--- src/rtl/ack_poll_pkg.sv ---
`timescale 1ns/1ps
package ack_poll_pkg;

    localparam logic [3:0] DEV_TYPE = 4'b1010;

    localparam logic [1:0] NX_ADDR = 2'd1;
    localparam logic [1:0] NX_READ = 2'd2;

    typedef enum logic [1:0] {
        BUS_START,
        BUS_STOP,
        BUS_BIT
    } bus_cmd_e;

    typedef enum logic [2:0] {
        SQ_IDLE,
        SQ_GAP,
        SQ_START,
        SQ_BYTE,
        SQ_STOP
    } seq_state_e;

    typedef enum logic [2:0] {
        BY_SEL,
        BY_AHI,
        BY_ALO,
        BY_RSEL,
        BY_RDATA
    } byte_kind_e;

    typedef enum logic [1:0] {
        END_RETRY,
        END_DONE,
        END_TIMEOUT
    } finish_e;

endpackage

--- src/rtl/ack_poll_tick.sv ---
`timescale 1ns/1ps
module ack_poll_tick #(
    parameter int QTR_CYCLES = 125
) (
    input  logic clk,
    input  logic rst_n,
    output logic tick
);
    localparam int CW = (QTR_CYCLES > 1) ? $clog2(QTR_CYCLES) : 1;
    localparam logic [CW-1:0] LAST = CW'(QTR_CYCLES - 1);

    logic [CW-1:0] cnt_d, cnt_q;

    always_comb begin
        tick  = (cnt_q == LAST);
        cnt_d = tick ? '0 : cnt_q + 1'b1;
    end

    always_ff @(posedge clk or negedge rst_n) begin
        if (!rst_n) cnt_q <= '0;
        else        cnt_q <= cnt_d;
    end
endmodule

--- src/rtl/ack_poll_bitio.sv ---
`timescale 1ns/1ps
module ack_poll_bitio
    import ack_poll_pkg::*;
(
    input  logic     clk,
    input  logic     rst_n,
    input  logic     tick,
    input  logic     cmd_valid,
    input  bus_cmd_e cmd_kind,
    input  logic     cmd_bit,
    input  logic     sda_in,
    output logic     cmd_done,
    output logic     rx_bit,
    output logic     scl_rel,
    output logic     sda_rel
);
    typedef struct packed {
        logic       busy;
        bus_cmd_e   kind;
        logic       txb;
        logic [1:0] ph;
        logic       scl;
        logic       sda;
        logic       rx;
    } eng_t;

    eng_t d, q;

    always_comb begin
        d        = q;
        cmd_done = 1'b0;
        if (!q.busy) begin
            if (cmd_valid) begin
                d.busy = 1'b1;
                d.kind = cmd_kind;
                d.txb  = cmd_bit;
                d.ph   = 2'd0;
            end
        end else if (tick) begin
            d.ph = q.ph + 2'd1;
            case (q.kind)
                BUS_START: begin
                    case (q.ph)
                        2'd0:    d.sda = 1'b1;
                        2'd1:    d.scl = 1'b1;
                        2'd2:    d.sda = 1'b0;
                        default: d.scl = 1'b0;
                    endcase
                end
                BUS_STOP: begin
                    case (q.ph)
                        2'd0: begin
                            d.scl = 1'b0;
                            d.sda = 1'b0;
                        end
                        2'd1:    d.scl = 1'b1;
                        2'd2:    d.sda = 1'b1;
                        default: d.scl = 1'b1;
                    endcase
                end
                default: begin
                    case (q.ph)
                        2'd0: begin
                            d.scl = 1'b0;
                            d.sda = q.txb;
                        end
                        2'd1:    d.scl = 1'b1;
                        2'd2:    d.rx  = sda_in;
                        default: d.scl = 1'b0;
                    endcase
                end
            endcase
            if (q.ph == 2'd3) begin
                d.busy   = 1'b0;
                cmd_done = 1'b1;
            end
        end
    end

    always_ff @(posedge clk or negedge rst_n) begin
        if (!rst_n) begin
            q <= '{busy: 1'b0, kind: BUS_STOP, txb: 1'b1, ph: 2'd0,
                   scl: 1'b1, sda: 1'b1, rx: 1'b1};
        end else begin
            q <= d;
        end
    end

    assign rx_bit  = q.rx;
    assign scl_rel = q.scl;
    assign sda_rel = q.sda;

    // data line moves under a high clock only for Start or Stop
    assert_sda_quiet_high_R8: assert property (@(posedge clk) disable iff (!rst_n)
        (q.scl && $past(q.scl) && (q.sda != $past(q.sda)))
            |-> (q.kind == BUS_START || q.kind == BUS_STOP));
endmodule

--- src/rtl/eeprom_ack_poller.sv ---
`timescale 1ns/1ps
module eeprom_ack_poller
    import ack_poll_pkg::*;
#(
    parameter int QTR_CYCLES = 125,
    parameter int TMO_W      = 24,
    parameter int GAP_W      = 8
) (
    input  logic             clk,
    input  logic             rst_n,
    input  logic             poll_go,
    input  logic [2:0]       chip_sel,
    input  logic [1:0]       next_op,
    input  logic [15:0]      mem_addr,
    input  logic [TMO_W-1:0] wait_limit,
    input  logic [GAP_W-1:0] free_gap,
    input  logic             sda_in,
    output logic             scl_oe,
    output logic             sda_oe,
    output logic             poll_done,
    output logic             poll_timeout,
    output logic [7:0]       rd_data
);
    localparam logic [3:0] LAST_SLOT = 4'd8;

    typedef struct packed {
        seq_state_e       st;
        byte_kind_e       bk;
        finish_e          fin;
        logic [3:0]       idx;
        logic [7:0]       sh;
        logic [7:0]       rd;
        logic [2:0]       chip;
        logic [1:0]       op;
        logic [15:0]      addr;
        logic [TMO_W-1:0] limit;
        logic [TMO_W-1:0] elapsed;
        logic [GAP_W-1:0] gap;
        logic [GAP_W-1:0] gcnt;
        logic             done;
        logic             tmo;
    } seq_t;

    seq_t d, q;

    logic     tick;
    logic     cmd_valid, cmd_bit, cmd_done, rx_bit;
    bus_cmd_e cmd_kind;
    logic     scl_rel, sda_rel;
    logic     ack;

    ack_poll_tick #(.QTR_CYCLES(QTR_CYCLES)) u_tick (
        .clk  (clk),
        .rst_n(rst_n),
        .tick (tick)
    );

    ack_poll_bitio u_bitio (
        .clk      (clk),
        .rst_n    (rst_n),
        .tick     (tick),
        .cmd_valid(cmd_valid),
        .cmd_kind (cmd_kind),
        .cmd_bit  (cmd_bit),
        .sda_in   (sda_in),
        .cmd_done (cmd_done),
        .rx_bit   (rx_bit),
        .scl_rel  (scl_rel),
        .sda_rel  (sda_rel)
    );

    always_comb begin
        d         = q;
        cmd_valid = 1'b0;
        cmd_kind  = BUS_BIT;
        cmd_bit   = 1'b1;
        ack       = ~rx_bit;

        if (q.st != SQ_IDLE && q.elapsed != '1) d.elapsed = q.elapsed + 1'b1;

        case (q.st)
            SQ_IDLE: begin
                if (poll_go) begin
                    d.chip    = chip_sel;
                    d.op      = next_op;
                    d.addr    = mem_addr;
                    d.limit   = wait_limit;
                    d.gap     = free_gap;
                    d.gcnt    = free_gap;
                    d.elapsed = '0;
                    d.done    = 1'b0;
                    d.tmo     = 1'b0;
                    d.bk      = BY_SEL;
                    d.st      = SQ_GAP;
                end
            end
            SQ_GAP: begin
                if (q.gcnt == '0) d.st = SQ_START;
                else              d.gcnt = q.gcnt - 1'b1;
            end
            SQ_START: begin
                cmd_valid = 1'b1;
                cmd_kind  = BUS_START;
                if (cmd_done) begin
                    d.st  = SQ_BYTE;
                    d.idx = '0;
                    d.sh  = {DEV_TYPE, q.chip, (q.bk == BY_RSEL)};
                end
            end
            SQ_BYTE: begin
                cmd_valid = 1'b1;
                cmd_kind  = BUS_BIT;
                cmd_bit   = (q.bk == BY_RDATA || q.idx == LAST_SLOT) ? 1'b1 : q.sh[7];
                if (cmd_done) begin
                    if (q.idx != LAST_SLOT) begin
                        d.idx = q.idx + 1'b1;
                        d.sh  = {q.sh[6:0], 1'b0};
                        if (q.bk == BY_RDATA) d.rd = {q.rd[6:0], rx_bit};
                    end else begin
                        d.idx = '0;
                        case (q.bk)
                            BY_SEL: begin
                                if (ack) begin
                                    if (q.op == NX_ADDR || q.op == NX_READ) begin
                                        d.bk = BY_AHI;
                                        d.sh = q.addr[15:8];
                                    end else begin
                                        d.st  = SQ_STOP;
                                        d.fin = END_DONE;
                                    end
                                end else begin
                                    d.st  = SQ_STOP;
                                    d.fin = (q.elapsed >= q.limit) ? END_TIMEOUT : END_RETRY;
                                end
                            end
                            BY_AHI: begin
                                d.bk = BY_ALO;
                                d.sh = q.addr[7:0];
                            end
                            BY_ALO: begin
                                if (q.op == NX_READ) begin
                                    d.bk = BY_RSEL;
                                    d.st = SQ_START;
                                end else begin
                                    d.st  = SQ_STOP;
                                    d.fin = END_DONE;
                                end
                            end
                            BY_RSEL: d.bk = BY_RDATA;
                            default: begin
                                d.st  = SQ_STOP;
                                d.fin = END_DONE;
                            end
                        endcase
                    end
                end
            end
            SQ_STOP: begin
                cmd_valid = 1'b1;
                cmd_kind  = BUS_STOP;
                if (cmd_done) begin
                    case (q.fin)
                        END_RETRY: begin
                            d.st   = SQ_GAP;
                            d.gcnt = q.gap;
                            d.bk   = BY_SEL;
                        end
                        END_TIMEOUT: begin
                            d.st  = SQ_IDLE;
                            d.tmo = 1'b1;
                        end
                        default: begin
                            d.st   = SQ_IDLE;
                            d.done = 1'b1;
                        end
                    endcase
                end
            end
            default: d.st = SQ_IDLE;
        endcase
    end

    always_ff @(posedge clk or negedge rst_n) begin
        if (!rst_n) begin
            q <= '{st: SQ_IDLE, bk: BY_SEL, fin: END_RETRY, idx: '0, sh: '0,
                   rd: '0, chip: '0, op: '0, addr: '0, limit: '0,
                   elapsed: '0, gap: '0, gcnt: '0, done: 1'b0, tmo: 1'b0};
        end else begin
            q <= d;
        end
    end

    assign scl_oe       = ~scl_rel;
    assign sda_oe       = ~sda_rel;
    assign poll_done    = q.done;
    assign poll_timeout = q.tmo;
    assign rd_data      = q.rd;

    // bus stays free while the gap counter runs
    assert_gap_released_R3: assert property (@(posedge clk) disable iff (!rst_n)
        (q.st == SQ_GAP) |-> (scl_rel && sda_rel));

    // completion only once the bus is released
    assert_done_bus_free_R4: assert property (@(posedge clk) disable iff (!rst_n)
        $rose(q.done) |-> (scl_rel && sda_rel && !q.tmo));

    // timeout leaves the bus released and no completion
    assert_timeout_release_R7: assert property (@(posedge clk) disable iff (!rst_n)
        $rose(q.tmo) |-> (scl_rel && sda_rel && !q.done));

    // a command in progress keeps its chip address
    assert_busy_ignores_go_R9: assert property (@(posedge clk) disable iff (!rst_n)
        (q.st != SQ_IDLE && poll_go) |=> $stable(q.chip));
endmodule

--- config.mk ---
export PLATFORM = sky130hd
export DESIGN_NAME = eeprom_ack_poller
export DESIGN_NICKNAME = d
export VERILOG_FILES = /design/src/rtl/ack_poll_pkg.sv /design/src/rtl/ack_poll_tick.sv /design/src/rtl/ack_poll_bitio.sv /design/src/rtl/eeprom_ack_poller.sv
export SDC_FILE = /design/constraint.sdc
export NUM_CORES = 1
export LEC_CHECK = 0
export BUFFER_PORTS_ARGS = -buffer_cell sky130_fd_sc_hd__buf_2
export CORE_MARGIN = 5
export CORE_UTILIZATION = 54
export CTS_BUF_LIST = sky130_fd_sc_hd__clkbuf_4 sky130_fd_sc_hd__clkbuf_8 sky130_fd_sc_hd__clkbuf_16
export CTS_CLUSTER_DIAMETER = 80
export CTS_CLUSTER_SIZE = 28
export DETAILED_ROUTE_END_ITERATION = 12
export PLACE_DENSITY = 0.77
export SYNTH_ARGS = -nofsm -noshare
export SYNTH_HDL_FRONTEND = slang
export SYNTH_SLANG_ARGS = --single-unit
--- constraint.sdc ---
create_clock -name clk -period 1.75 [get_ports clk]
set_input_delay 0.0875 -clock clk [delete_from_list [all_inputs] [get_ports clk]]
set_output_delay 0.0875 -clock clk [all_outputs]
set_load 0.005 [all_outputs]
# After elaboration in Yosys (flattened, before gate mapping)
# Index checks and enable logic that the tools add are counted.
[word_totals]
register_bits = 131
input_bits = 57
out_inout_bits = 12
elab_cells = 181
[op_classes]
n_addsub = 5
order_cmp = 1
eq_ne = 46
muxes = 64
n_bitwise = 6
n_reduce_logical = 36
[ops]
columns = ["operator", "count"]
rows = [
  ["two-way mux 8 bit", 7],
  ["two-way mux 42 bit", 1],
  ["two-way mux 32 bit", 1],
  ["two-way mux 28 bit", 1],
  ["two-way mux 3 bit", 9],
  ["inequality test 2 bit (second input constant)", 13],
  ["adder 24 x 1 -> 24 bit (second input constant)", 1],
  [">= comparator 24 bit", 1],
  ["two-way mux 12 bit", 2],
  ["two-way mux 24 bit", 1],
  ["inequality test 24 bit (second input constant)", 1],
  ["one-hot mux 12 bit (2 select lines)", 1],
  ["one-hot mux 8 bit (3 select lines)", 1],
  ["two-way mux 6 bit", 3],
  ["one-hot mux 3 bit (3 select lines)", 2],
  ["one-hot mux 8 bit (2 select lines)", 1],
  ["AND reduction 4 bit", 4],
  ["two-way mux 1 bit", 15],
  ["inequality test 3 bit (second input constant)", 5],
  ["one-hot mux 3 bit (5 select lines)", 1],
  ["AND reduction 5 bit", 3],
  ["equality test 3 x 2 -> 1 bit (second input constant)", 4],
  ["inequality test 4 bit (second input constant)", 3],
  ["one-hot mux 2 bit (2 select lines)", 3],
  ["37 further kinds", 74],
]

# Logic depth before layout (Yosys ltp)
# Gate-level depths: netlist of run 1.
[depth]
ltp_word = 8
depth_mapped = 9
depth_no_buf = 7

# Hierarchy
# A second synthesis of run 1 with hierarchy kept.
[unflattened]
cells_unflattened = 768
hier_area_um2 = 7205.7
[by_module_without_submodules]
columns = ["module", "n_inst", "cells_each", "area_per_inst_um2", "seq_area_each_um2"]
rows = [
  ["eeprom_ack_poller", 1, 696, 6383.6, 2877.8],
  ["ack_poll_bitio", 1, 41, 476.7, 231.5],
  ["ack_poll_tick", 1, 31, 345.3, 175.2],
]

# Least setup slack after synthesis of run 1
# OpenSTA, ideal clock, no wires.
[synth_path]
path_type = "register to register"
start = "register u_tick.cnt_q[0]"
end = "register u_bitio.q, in the netlist u_bitio.scl_rel"
setup_time_ns = 0.082
t_arrival_ns = 1.826
required_ns = 1.668
slack_ns = -0.158
stages_incl_launch_ff = 8
n_path_buf = 0
period_less_slack_ns = 1.908
cell_sequence = "dfrtp_1 -> inv_1 -> ha_1 -> nand4_2 -> nor2_1 -> nand2_1 -> a211oi_1 -> mux2_2"
[synth_via]
elab_chain_cells = 2
[synth_rtl]
columns = ["element", "line_no", "rtl"]
rows = [
  ["from (decl)", "ack_poll_tick.sv:12", "logic [CW-1:0] cnt_d, cnt_q;"],
  ["from (signal assigned)", "ack_poll_tick.sv:21", "else cnt_q <= cnt_d;"],
  ["equality test 7 bit", "ack_poll_tick.sv:15", "tick = (cnt_q == LAST);"],
  ["AND reduction 5 bit (no source line)", "n/a", ""],
  ["to (signal assigned)", "ack_poll_bitio.sv:82", "q <= '{busy: 1'b0, kind: BUS_STOP, txb: 1'b1, ph: 2'd0,"],
  ["to (decl)", "ack_poll_bitio.sv:27", "eng_t d, q;"],
]
# Every way passes these cells.
# A chain may end at the register's enable or synchronous reset.

==> summary.log, run 1 <==
[synth] Mapped Area 0.006964 sq mm
[route] detailed-routing iteration count for the pre-antenna-repair pass 6
[place] gpl congestion 0.9388
[worst_setup_path] cell depth of the worst flop-to-flop path 8
[finish] count of nets after finishing 1101
[route] aggregate routed wire length 24720 microns
[clocking] TritonCTS buffer count 17
[route] drt initial violations 887
[worst_setup_path] dominant delay contributor by cell family on the critical path compound AO/OA/AOI/OAI gates
[place] post-placement cell count 1061
[route] routed length per instance 20.71 microns
[timing] final number of setup-violating endpoints 56
[synth] synthesized netlist net count 845
[worst_setup_path] path type of the worst setup path reg -> reg
[worst_setup_path] chain of cells forming the critical path buf_6 -> and3_4 -> buf_6 -> and4_4 -> a31o_4 -> buf_4 -> o31ai_1 -> a21oi_2
[worst_setup_path] capture point of the worst path q[25]
[timing] clock skew after layout 0.01321 ns
[worst_setup_path] buffers plus inverters on the worst setup path 3
[die] overall die area 0.01527 sq mm
[worst_setup_path] most numerous cell on the critical path buf_6
[worst_setup_path] flop2flop setup slack -0.27 ns
[synth] Mean Syn Cell Area 9.249 sq um
[timing] Final TNS setup -6.312 ns
[global_route] largest net degree at the start of global routing 70
[worst_setup_path] crit path max-delay cell type dfrtp_1
[worst_setup_path] end of the worst register-to-register path q[25]
[timing] unrepaired setup endpoints after global routing yes
[worst_setup_path] launch instance of the worst register-to-register path q[36]
[route] post-route antenna net violation count 0
[synth] post-synthesis share of cell area spent on full adders, half adders and majority gates 6.288%
[synth] gate count of the mapped netlist 753
[clocking] clock-pin transition on the worst setup and hold timing paths 0.07 ns
[clocking] Max clock buf depth 2
[clocking] H-tree levels 4
[clocking] source-to-sink clock delay at the later pin of the worst-skew pair 0.44 ns
[die] number of standard-cell rows in the floorplan 41
[place] I/O Buffers 68
[synth] #FFs+latches synth 131
[worst_setup_path] startpoint type of the worst setup path register
[route] routed vias 7426
[finish] Post-Layout Cell Count 1194
[outcome] status finished with violations
[clocking] CTS sink count 131
[clocking] CTS tree yes
[global_route] Total Routing Usage GR 26.80%
[finish] layout cells sized above 1 38.36%
[place] detailed placement HPWL 12520 microns
[timing] minimum period implied by the final worst setup slack 2.015 ns
[synth] top post-synthesis cells by count nand2_1 (144), dfrtp_1 (126), o21ai_0 (55)
[synth] most common cell in the synthesized netlist nand2_1
[synth] sequential element share of the synthesized area 47.16%
[die] Placeable Area 0.01262 sq mm
[synth] top cells by area, synth dfrtp_1 (45%), nand2_1 (7.8%), ha_1 (6.3%)
[worst_setup_path] data arrival time of the critical path 2.31 ns
[synth] share of the synthesized area in the top cell type 45.27%
[synth] number of warning messages in the yosys log 0
[hold_path] path category of the worst min-delay check in -> async
[route] DR vias/cell 6.219
[global_route] Overflow after GRT 0
[place] Post-Place Cell Area 0.008244 sq mm
[global_route] number of antenna violations at the first check in global routing 0
[die] die outline width 123.6 microns
[power_and_ir_drop] power density over cell area 1375 mW/mm^2
[synth] Compound-Gate Fraction of Synth Area 15.81%
[clocking] buffer type at the clock tree root clkbuf_16
[synth] mux cell area share after synthesis 3.090%
[synth] number of library cell types mapped by synthesis 68
[synth] combinational family with the most area after synthesis simple AND/OR/NAND/NOR gates
[outcome] violated checks negative setup slack
[timing] Max Freq 496.2 MHz
[worst_setup_path] origin of the worst setup path q[36]
[timing] transition at the pin with the smallest max-transition slack 0.4779 ns
[timing] final worst setup slack -0.2653 ns
[die] initial standard-cell utilization of the core 55.19%
[power_and_ir_drop] P_leak 0.004753 uW
[global_route] first-pass GRT wire length 32000 microns
[timing] headroom to the max-slew limit 67.90%
[timing] max-slew violation count 0
[synth] XOR/XNOR share of the synthesized area 1.509%
[power_and_ir_drop] largest voltage drop on the vdd net 0.7774 mV
[job] number of max-cap violations 0
[worst_setup_path] Levels on crit path 8
[synth] Most used DFF post-synth dfrtp_1
[synth] cell taking the most area after synthesis dfrtp_1
[global_route] via count of the first global-routing pass 6893
[route] DR DRC count 0
[die] die height 123.6 microns
[die] IO Count 69
[timing] ratio of final minimum period to clock period 115.2%
[synth] simple logic cell fraction of the synthesized area 20.84%
[finish] final instance area 0.01043 sq mm
[worst_setup_path] largest fanout on the critical path 8
[worst_setup_path] maximum cell stage delay along the critical path 0.40 ns
[timing] number of hold-slack violations in the final timing report 0
[synth] async set-reset flop share out of synthesis 100.0%
[worst_setup_path] WP data required 2.05 ns
[worst_setup_path] critical path endpoint category register
[finish] number of diodes 0
[finish] growth of design area from synthesis to finish 49.73%
[synth] number of enable-type register cells in the synthesized netlist 0
[state kept, by name, summed over array words and instances (netlist names)]
name             count
poll_done            1
poll_timeout         1
q                  105
rd_data              8
u_bitio.q            6
u_bitio.rx_bit       1
u_bitio.scl_rel      1
u_bitio.sda_rel      1
u_tick.cnt_q         7
[power breakdown]
group          internal [uW]  total [uW]  leakage [uW]  switching, uW
Combinational           2750        5850       0.00284           3100
Clock                   2100        3590      0.000272           1480
Sequential              4070        4900       0.00164            824
[layout make-up]
cell class,instances,area [sq um]
Sequential cell,131,3293
Fill cell,626,2192
Timing Repair Buffer,276,2190
Clock inverter,15,160.2
Tap cell,172,215.2
Inverter,45,168.9
Clock buffer,17,425.4
Multi-Input combinational cell,538,3975
[worst min path at each step]
stage / start / endpoint / slack [ns]
floorplan: rst_n / poll_done / -0.21
global placement: rst_n / q[46] / 0.06
finish: rst_n / q[22] / 0.15
global route: rst_n / q[22] / 0.19
CTS: poll_go / poll_timeout / 0.13
detailed placement: rst_n / q[46] / 0.06
[layout by cell type, fill, tap and decap left out, types with 14 or more instances in the layout]
cell           instances
buf_4                125
ha_1                  29
o21ai_0               39
o21ai_1               14
nor2_1                39
nand3_1               14
buf_2                 67
dfrtp_1              119
nand2_1              143
buf_6                 24
a21oi_1               26
a21oi_2               17
clkbuf_16             17
inv_1                 40
dlygate4sd3_1         55
[through the flow]
step	util, %	total power, uW	hold WS, ns	setup WS [ns]
detailed placement	65.33	8934	0.06476	-0.1990
CTS	76.97	12890	0.1317	-0.1459
floorplan	-	7096	-0.2081	-0.03101
global route	82.63	14980	0.1878	-0.3680
global placement	65.33	8602	0.05778	-0.1218
finish	82.63	14330	0.1497	-0.2653
[routing by layer]
layer / up-vias / track usage [%] / part of all wire (%)
met3: 172 / 5.444 / 7.7
li1: 3172 / - / -
met2: 525 / 46.08 / 49
met5: - / 0 / 0
met1: 3557 / 32.42 / 37
met4: 0 / 12.25 / 6.6
[cells by family (layout without fill, tap and decap cells)]
logic type | count (synthesis) | after routing
xor+xnor | 12 | 12
mux | 20 | 20
compound gates | 170 | 170
buf+inv | 84 | 353
simple gates | 301 | 301
flops | 131 | 131
fa+ha+maj | 35 | 35
[worst register-to-register path, delay by kind of cell (launching register included)]
kind                   cells  cell delay, ns
AO/OA/AOI/OAI              3            0.75
buffers and inverters      3            0.42
flip-flops                 1            0.40
AND/OR/NAND/NOR            2            0.32
[timing repair]
item                       in CTS  in global routing
pin swaps                      25                 49
setup endpoints to repair      44                 57
hold buffers                   55                  0
hold endpoints to repair       84                  0
gates cloned                    1                  0
setup buffers                  12                 35
gates resized for setup        62                114
Note: power is estimated with default switching activity, not from simulation.
==> inputs of run 2 (changes only) <==
--- a/config.mk
+++ b/config.mk
@@ -5,14 +5,14 @@
 export SDC_FILE = /design/constraint.sdc
 export NUM_CORES = 1
 export LEC_CHECK = 0
-export BUFFER_PORTS_ARGS = -buffer_cell sky130_fd_sc_hd__buf_2
 export CORE_MARGIN = 5
-export CORE_UTILIZATION = 54
+export CORE_UTILIZATION = 55
 export CTS_BUF_LIST = sky130_fd_sc_hd__clkbuf_4 sky130_fd_sc_hd__clkbuf_8 sky130_fd_sc_hd__clkbuf_16
 export CTS_CLUSTER_DIAMETER = 80
 export CTS_CLUSTER_SIZE = 28
 export DETAILED_ROUTE_END_ITERATION = 12
-export PLACE_DENSITY = 0.77
+export DONT_BUFFER_PORTS = 1
+export PLACE_DENSITY = 0.73
 export SYNTH_ARGS = -nofsm -noshare
 export SYNTH_HDL_FRONTEND = slang
 export SYNTH_SLANG_ARGS = --single-unit
==> summary.log, run 2 (synthesis gave the netlist of run 1 again) <==
[outcome] status finished with violations
[outcome] violated checks negative hold slack, negative setup slack
[finish] number of diodes 0 [unchanged]
[die] initial standard-cell utilization of the core 55.64% [+0.45 points]
[route] routed length per instance 19.12 microns [-7.7%]
[worst_setup_path] WP data required 2.10 ns [+0.05 ns]
[die] die outline width 122.5 microns [-0.84%]
[finish] layout cells sized above 1 34.63% [-3.7 points]
[timing] clock skew after layout 0.01224 ns [-0.0009766 ns]
[route] routed vias 6711 [-9.6%]
[global_route] largest net degree at the start of global routing 132 [+89%]
[timing] final number of setup-violating endpoints 47 [-16%]
[finish] highest-count cells in the layout ignoring fill and taps nand2_1 (141), buf_4 (128), dfrtp_1 (115)
[route] DR DRC count 0 [unchanged]
[worst_setup_path] chain of cells forming the critical path buf_4 -> ha_4 -> nand4_4 -> buf_4 -> o311ai_4 -> or4_1 -> a21oi_1
[clocking] source-to-sink clock delay at the later pin of the worst-skew pair 0.43 ns [about the same]
[timing] final worst setup slack -0.2029 ns [+0.06243 ns]
[finish] number of flip-flops in the largest register 105 [unchanged]
[worst_setup_path] data arrival time of the critical path 2.30 ns [about the same]
[die] Placeable Area 0.01252 sq mm [-0.81%]
[clocking] Max clock buf depth 2 [unchanged]
[timing] headroom to the max-slew limit 58.79% [-9.1 points]
[place] detailed placement HPWL 11830 microns [-5.5%]
[power_and_ir_drop] total design power 13620 uW [-5.0%]
[die] number of standard-cell rows in the floorplan 41 [unchanged]
[power_and_ir_drop] P_leak 0.004438 uW [-6.6%]
[worst_setup_path] maximum cell stage delay along the critical path 0.55 ns [+0.15 ns]
[die] die height 122.5 microns [-0.84%]
[clocking] H-tree levels 4 [unchanged]
[finish] Layout fillers 701 [+12%]
[finish] Post-Layout Cell Count 1122 [-6.0%]
[job] number of max-cap violations 0 [unchanged]
[route] DR vias/cell 5.981 [-3.8%]
[finish] most common library cell in the layout ignoring fill and taps nand2_1
[timing] max-slew violation count 0 [unchanged]
[power_and_ir_drop] largest voltage drop on the vdd net 0.8719 mV [+12%]
[clocking] TritonCTS buffer count 17 [unchanged]
[route] aggregate routed wire length 21450 microns [-13%]
[global_route] Overflow after GRT 0 [unchanged]
[timing] final hold slack -0.6498 ns [-0.7995 ns]
[timing] transition at the pin with the smallest max-transition slack 0.6168 ns [+0.1389 ns]
[route] post-route antenna net violation count 0 [unchanged]
[global_route] first-pass GRT wire length 30600 microns [-4.4%]
[worst_setup_path] crit path max-delay cell type or4_1
[clocking] CTS sink count 131 [unchanged]
[clocking] clock-pin transition on the worst setup and hold timing paths 0.06 ns [about the same]
[die] IO Count 69 [unchanged]
[global_route] Total Routing Usage GR 25.76% [-1.0 points]
[timing] Max Freq 512.1 MHz [+3.2%]
[timing] minimum period implied by the final worst setup slack 1.953 ns [-0.06244 ns]
[finish] growth of design area from synthesis to finish 44.84%
[finish] footprint of the flip-flops and latches 0.003298 sq mm [+0.15%]
[place] gpl congestion 0.9289 [-1.1%]
[clocking] CTS tree yes
[worst_setup_path] critical path endpoint category register
[worst_setup_path] largest fanout on the critical path 4 [-4]
[finish] largest reg by FF count q
[global_route] via count of the first global-routing pass 6379 [-7.5%]
[finish] count of nets after finishing 1029 [-6.5%]
[timing] ratio of final minimum period to clock period 111.6% [-3.6 points]
[worst_setup_path] most numerous cell on the critical path buf_4
[timing] number of hold-slack violations in the final timing report 131 [+131]
[route] drt initial violations 604 [-32%]
[place] post-placement cell count 994 [-6.3%]
[finish] area of combinational cells with multiple inputs 0.004056 sq mm [+2.0%]
[clocking] buffer type at the clock tree root clkbuf_16
[worst_setup_path] buffers plus inverters on the worst setup path 2 [-1]
[clocking] hold buffers post-CTS 54 [-1.8%]
[global_route] number of antenna violations at the first check in global routing 0 [unchanged]
[timing] unrepaired setup endpoints after global routing yes
[route] detailed-routing iteration count for the pre-antenna-repair pass 7 [+1]
[worst_setup_path] dominant delay contributor by cell family on the critical path simple AND/OR/NAND/NOR gates
[place] I/O Buffers 0 [-100%]
[power_and_ir_drop] power density over cell area 1350 mW/mm^2 [-1.8%]
[hold_path] path category of the worst min-delay check in -> async
[die] overall die area 0.01501 sq mm [-1.7%]
[worst_setup_path] path type of the worst setup path reg -> reg
[worst_setup_path] startpoint type of the worst setup path register
## run 2: changes by cell type in the layout (fill, tap and decap cells not counted), sizes merged
cell / previous run / this run
a31o: 1 / 2
buf: 221 / 149
bufinv: 2 / 1
clkbuf: 17 / 23
clkinvlp: 5 / 2
dlygate4sd3: 55 / 54
inv: 47 / 45
## run 2: path summary, 6_finish.rpt
path                       startpoint              end  slack [ns]  cells after the start
min reg2reg                     q[79]            q[79]        0.48                      2
max in group asynchronous       rst_n  u_bitio.scl_rel        2.20                      0
min in group clk              poll_go     poll_timeout        0.03                      4
min                             rst_n            q[26]       -0.65                      0
max                             q[18]            q[41]       -0.20                      7
max reg2reg                     q[18]            q[41]       -0.20                      7
## run 2: layer usage
layer  GRT usage (%)  routed length, microns  vias to the layer above
met5               0                       0                        -
li1                -                       -                     3034
met4           7.628                     763                        0
met2           43.90                   10790                      309
met3           5.991                    1278                       86
met1           32.84                    8620                     3282
## run 2: where the power goes
part	switching, uW	leakage (uW)	internal (uW)	total (uW)
sequential	803	0.00163	4080	4880
clock	1340	0.000288	2140	3490
combinational	2700	0.00252	2550	5250
## run 2: layout make-up
class | count | area share, %
Multi-Input combinational cell | 539 | 40.21
Sequential cell | 131 | 32.70
Timing Repair Buffer | 203 | 17.53
Clock buffer | 23 | 4.974
Tap cell | 172 | 2.133
Inverter | 45 | 1.675
Clock inverter | 9 | 0.7814
## run 2: what timing repair did
item                                   4_1_cts  5_1_grt
resized for setup                           50      123
endpoints found under the hold margin      193      131
setup buffers                                9       36
pin swaps                                   21       50
setup endpoints to repair                   52       64
gates cloned                                 0        1
## run 2: through the flow
stage / TNS, ns / setup slack [ns] / utilization (%) / instance area, sq um
global placement: -1.584 / -0.1358 / 63.08 / 7896
floorplan: -0.1039 / -0.03101 / - / 7028
detailed placement: -4.241 / -0.2533 / 63.08 / 7896
global route: -8.674 / -0.2760 / 80.59 / 10090
finish: -4.080 / -0.2029 / 80.59 / 10090
CTS: -1.411 / -0.1364 / 74.12 / 9278
==> inputs of run 3 (changes only) <==
--- a/config.mk
+++ b/config.mk
@@ -13,6 +13,7 @@
 export DETAILED_ROUTE_END_ITERATION = 12
 export DONT_BUFFER_PORTS = 1
 export PLACE_DENSITY = 0.73
+export SKIP_LAST_GASP = 1
 export SYNTH_ARGS = -nofsm -noshare
 export SYNTH_HDL_FRONTEND = slang
 export SYNTH_SLANG_ARGS = --single-unit
==> summary.log, run 3 (synthesis gave the netlist of run 1 again) <==
[route] DR DRC count 0 [unchanged]
[global_route] first-pass GRT wire length 30370 microns [-0.77%]
[timing] final number of setup-violating endpoints 41 [-13%]
[route] routed vias 6552 [-2.4%]
[finish] number of flip-flops in the largest register 105 [unchanged]
[die] IO Count 69 [unchanged]
[finish] growth of design area from synthesis to finish 41.48%
[route] detailed-routing iteration count for the pre-antenna-repair pass 6 [-1]
[clocking] clock-pin transition on the worst setup and hold timing paths 0.06 ns [about the same]
[worst_setup_path] capture point of the worst path q[108]
[route] DR vias/cell 5.908 [-1.2%]
[global_route] via count of the first global-routing pass 6355 [-0.38%]
[global_route] largest net degree at the start of global routing 132 [unchanged]
[worst_setup_path] largest fanout on the critical path 4 [unchanged]
[hold_path] path category of the worst min-delay check in -> async
[timing] Final TNS setup -3.422 ns [+0.6575 ns]
[timing] unrepaired setup endpoints after global routing yes
[die] initial standard-cell utilization of the core 55.64% [unchanged]
[power_and_ir_drop] P_leak 0.004354 uW [-1.9%]
[timing] max-slew violation count 0 [unchanged]
[power_and_ir_drop] largest voltage drop on the vdd net 1.130 mV [+30%]
[place] detailed placement HPWL 11830 microns [unchanged]
[clocking] source-to-sink clock delay at the later pin of the worst-skew pair 0.43 ns [about the same]
[worst_setup_path] flop2flop setup slack -0.22 ns [about the same]
[global_route] number of antenna violations at the first check in global routing 0 [unchanged]
[place] post-placement cell count 994 [unchanged]
[finish] Post-Layout Cell Count 1109 [-1.2%]
[place] I/O Buffers 0 [unchanged]
[clocking] H-tree levels 4 [unchanged]
[worst_setup_path] startpoint type of the worst setup path register
[timing] number of hold-slack violations in the final timing report 131 [unchanged]
[worst_setup_path] cell depth of the worst flop-to-flop path 6 [-1]
[timing] ratio of final minimum period to clock period 112.4% [+0.77 points]
[global_route] Overflow after GRT 0 [unchanged]
[outcome] status finished with violations
[job] number of max-cap violations 0 [unchanged]
[timing] Max Freq 508.6 MHz [-0.68%]
[worst_setup_path] data arrival time of the critical path 2.28 ns [-0.02 ns]
[global_route] Total Routing Usage GR 25.55% [-0.21 points]
[clocking] Max clock buf depth 2 [unchanged]
[place] gpl congestion 0.9289 [unchanged]
[finish] most common library cell in the layout ignoring fill and taps nand2_1
[die] die outline width 122.5 microns [unchanged]
[route] drt initial violations 519 [-14%]
[timing] final hold slack -0.6500 ns [-0.0002230 ns]
[worst_setup_path] path type of the worst setup path reg -> reg
[worst_setup_path] origin of the worst setup path q[23]
[timing] clock skew after layout 0.01119 ns [-0.001050 ns]
[finish] number of diodes 0 [unchanged]
[clocking] hold buffers post-CTS 54 [unchanged]
[clocking] TritonCTS buffer count 17 [unchanged]
[power_and_ir_drop] power density over cell area 1378 mW/mm^2 [+2.1%]
[die] number of standard-cell rows in the floorplan 41 [unchanged]
[worst_setup_path] WP data required 2.07 ns [-0.03 ns]
[clocking] CTS sink count 131 [unchanged]
[finish] Finished Core Util 78.72% [-1.9 points]
[die] die height 122.5 microns [unchanged]
[clocking] buffer type at the clock tree root clkbuf_16
[finish] largest reg by FF count q
[die] Placeable Area 0.01252 sq mm [unchanged]
[route] routed length per instance 18.53 microns [-3.1%]
[route] post-route antenna net violation count 0 [unchanged]
[timing] headroom to the max-slew limit 55.99% [-2.8 points]
[power_and_ir_drop] total design power 13580 uW [-0.28%]
[worst_setup_path] critical path endpoint category register
[finish] layout cells sized above 1 31.70% [-2.9 points]
[timing] final worst setup slack -0.2163 ns [-0.01341 ns]
[finish] count of nets after finishing 1016 [-1.3%]
[timing] minimum period implied by the final worst setup slack 1.966 ns [+0.01341 ns]
[route] aggregate routed wire length 20550 microns [-4.2%]
[die] overall die area 0.01501 sq mm [unchanged]
[finish] highest-count cells in the layout ignoring fill and taps nand2_1 (143), buf_4 (116), dfrtp_1 (116)
[worst_setup_path] end of the worst register-to-register path q[108]
[timing] transition at the pin with the smallest max-transition slack 0.6587 ns [+0.04189 ns]
[clocking] CTS tree yes
[finish] Layout fillers 735 [+4.9%]
[worst_setup_path] launch instance of the worst register-to-register path q[23]
[outcome] violated checks negative hold slack, negative setup slack
run 3: cell count changes in the layout (fill, tap and decap cells not counted), moves of 3 or more:
cell	delta
nor2_4	-3
buf_4	-12
nor2_1	+3
nand2_2	-3
o31ai_1	+3
a21oi_2	-6
a21oi_1	+5
run 3: worst max-delay path, cell delays in order, from the launching register on:
cell and delay [ns]:
dfrtp_1 0.44, ha_1 0.32, a21o_1 0.23, a221oi_2 0.29, o21ai_2 0.12, a211o_1 0.27
a22o_1 0.18
run 3: where the power goes:
group / switching [uW] / internal [uW]
registers: 807 / 4080
clock network: 1330 / 2140
logic: 2650 / 2570
run 3: area by class of cell:
cell class | instances | area (sq um) | area share, %
well taps | 172 | 215.2 | 2.184
repair buffers | 190 | 1667 | 16.91
inverters | 45 | 168.9 | 1.714
multi-input cells | 539 | 3925 | 39.83
clock inverters | 9 | 78.83 | 0.8000
clock buffers | 23 | 501.7 | 5.092
flip-flops and latches | 131 | 3297 | 33.46
run 3: worst min path at each step:
| stage | startpoint | to | slack [ns] |
|---|---|---|---|
| finish | rst_n | q[36] | -0.65 |
| global route | rst_n | q[58] | -0.66 |
| CTS | rst_n | q[39] | -0.66 |
| detailed placement | rst_n | q[60] | -0.20 |
| global placement | rst_n | q[59] | -0.20 |
| floorplan | rst_n | poll_done | -0.21 |
run 3: what timing repair did:
action | CTS | global route
gates resized for setup | 43 | 105
endpoints found under the setup margin | 52 | 63
hold endpoints to repair | 193 | 131
pin swaps | 21 | 41
buffers inserted | 9 | 22
gates cloned | 0 | 1
run 3: through the flow:
stage | hold WS (ns) | worst slack [ns] | area [sq um]
after global routing | -0.6605 | -0.2942 | 9853
after CTS | -0.6552 | -0.1461 | 9238
final | -0.6500 | -0.2163 | 9853
after floorplan | -0.2081 | -0.03101 | 7028
after global placement | -0.2030 | -0.1358 | 7896
after detailed placement | -0.2044 | -0.2533 | 7896
run 3: per-layer routing:
layer | track usage, % | routed length [microns]
met1 | 32.54 | 8357
met4 | 7.138 | 505
met3 | 5.991 | 1217
met2 | 43.77 | 10460
met5 | 0 | 0
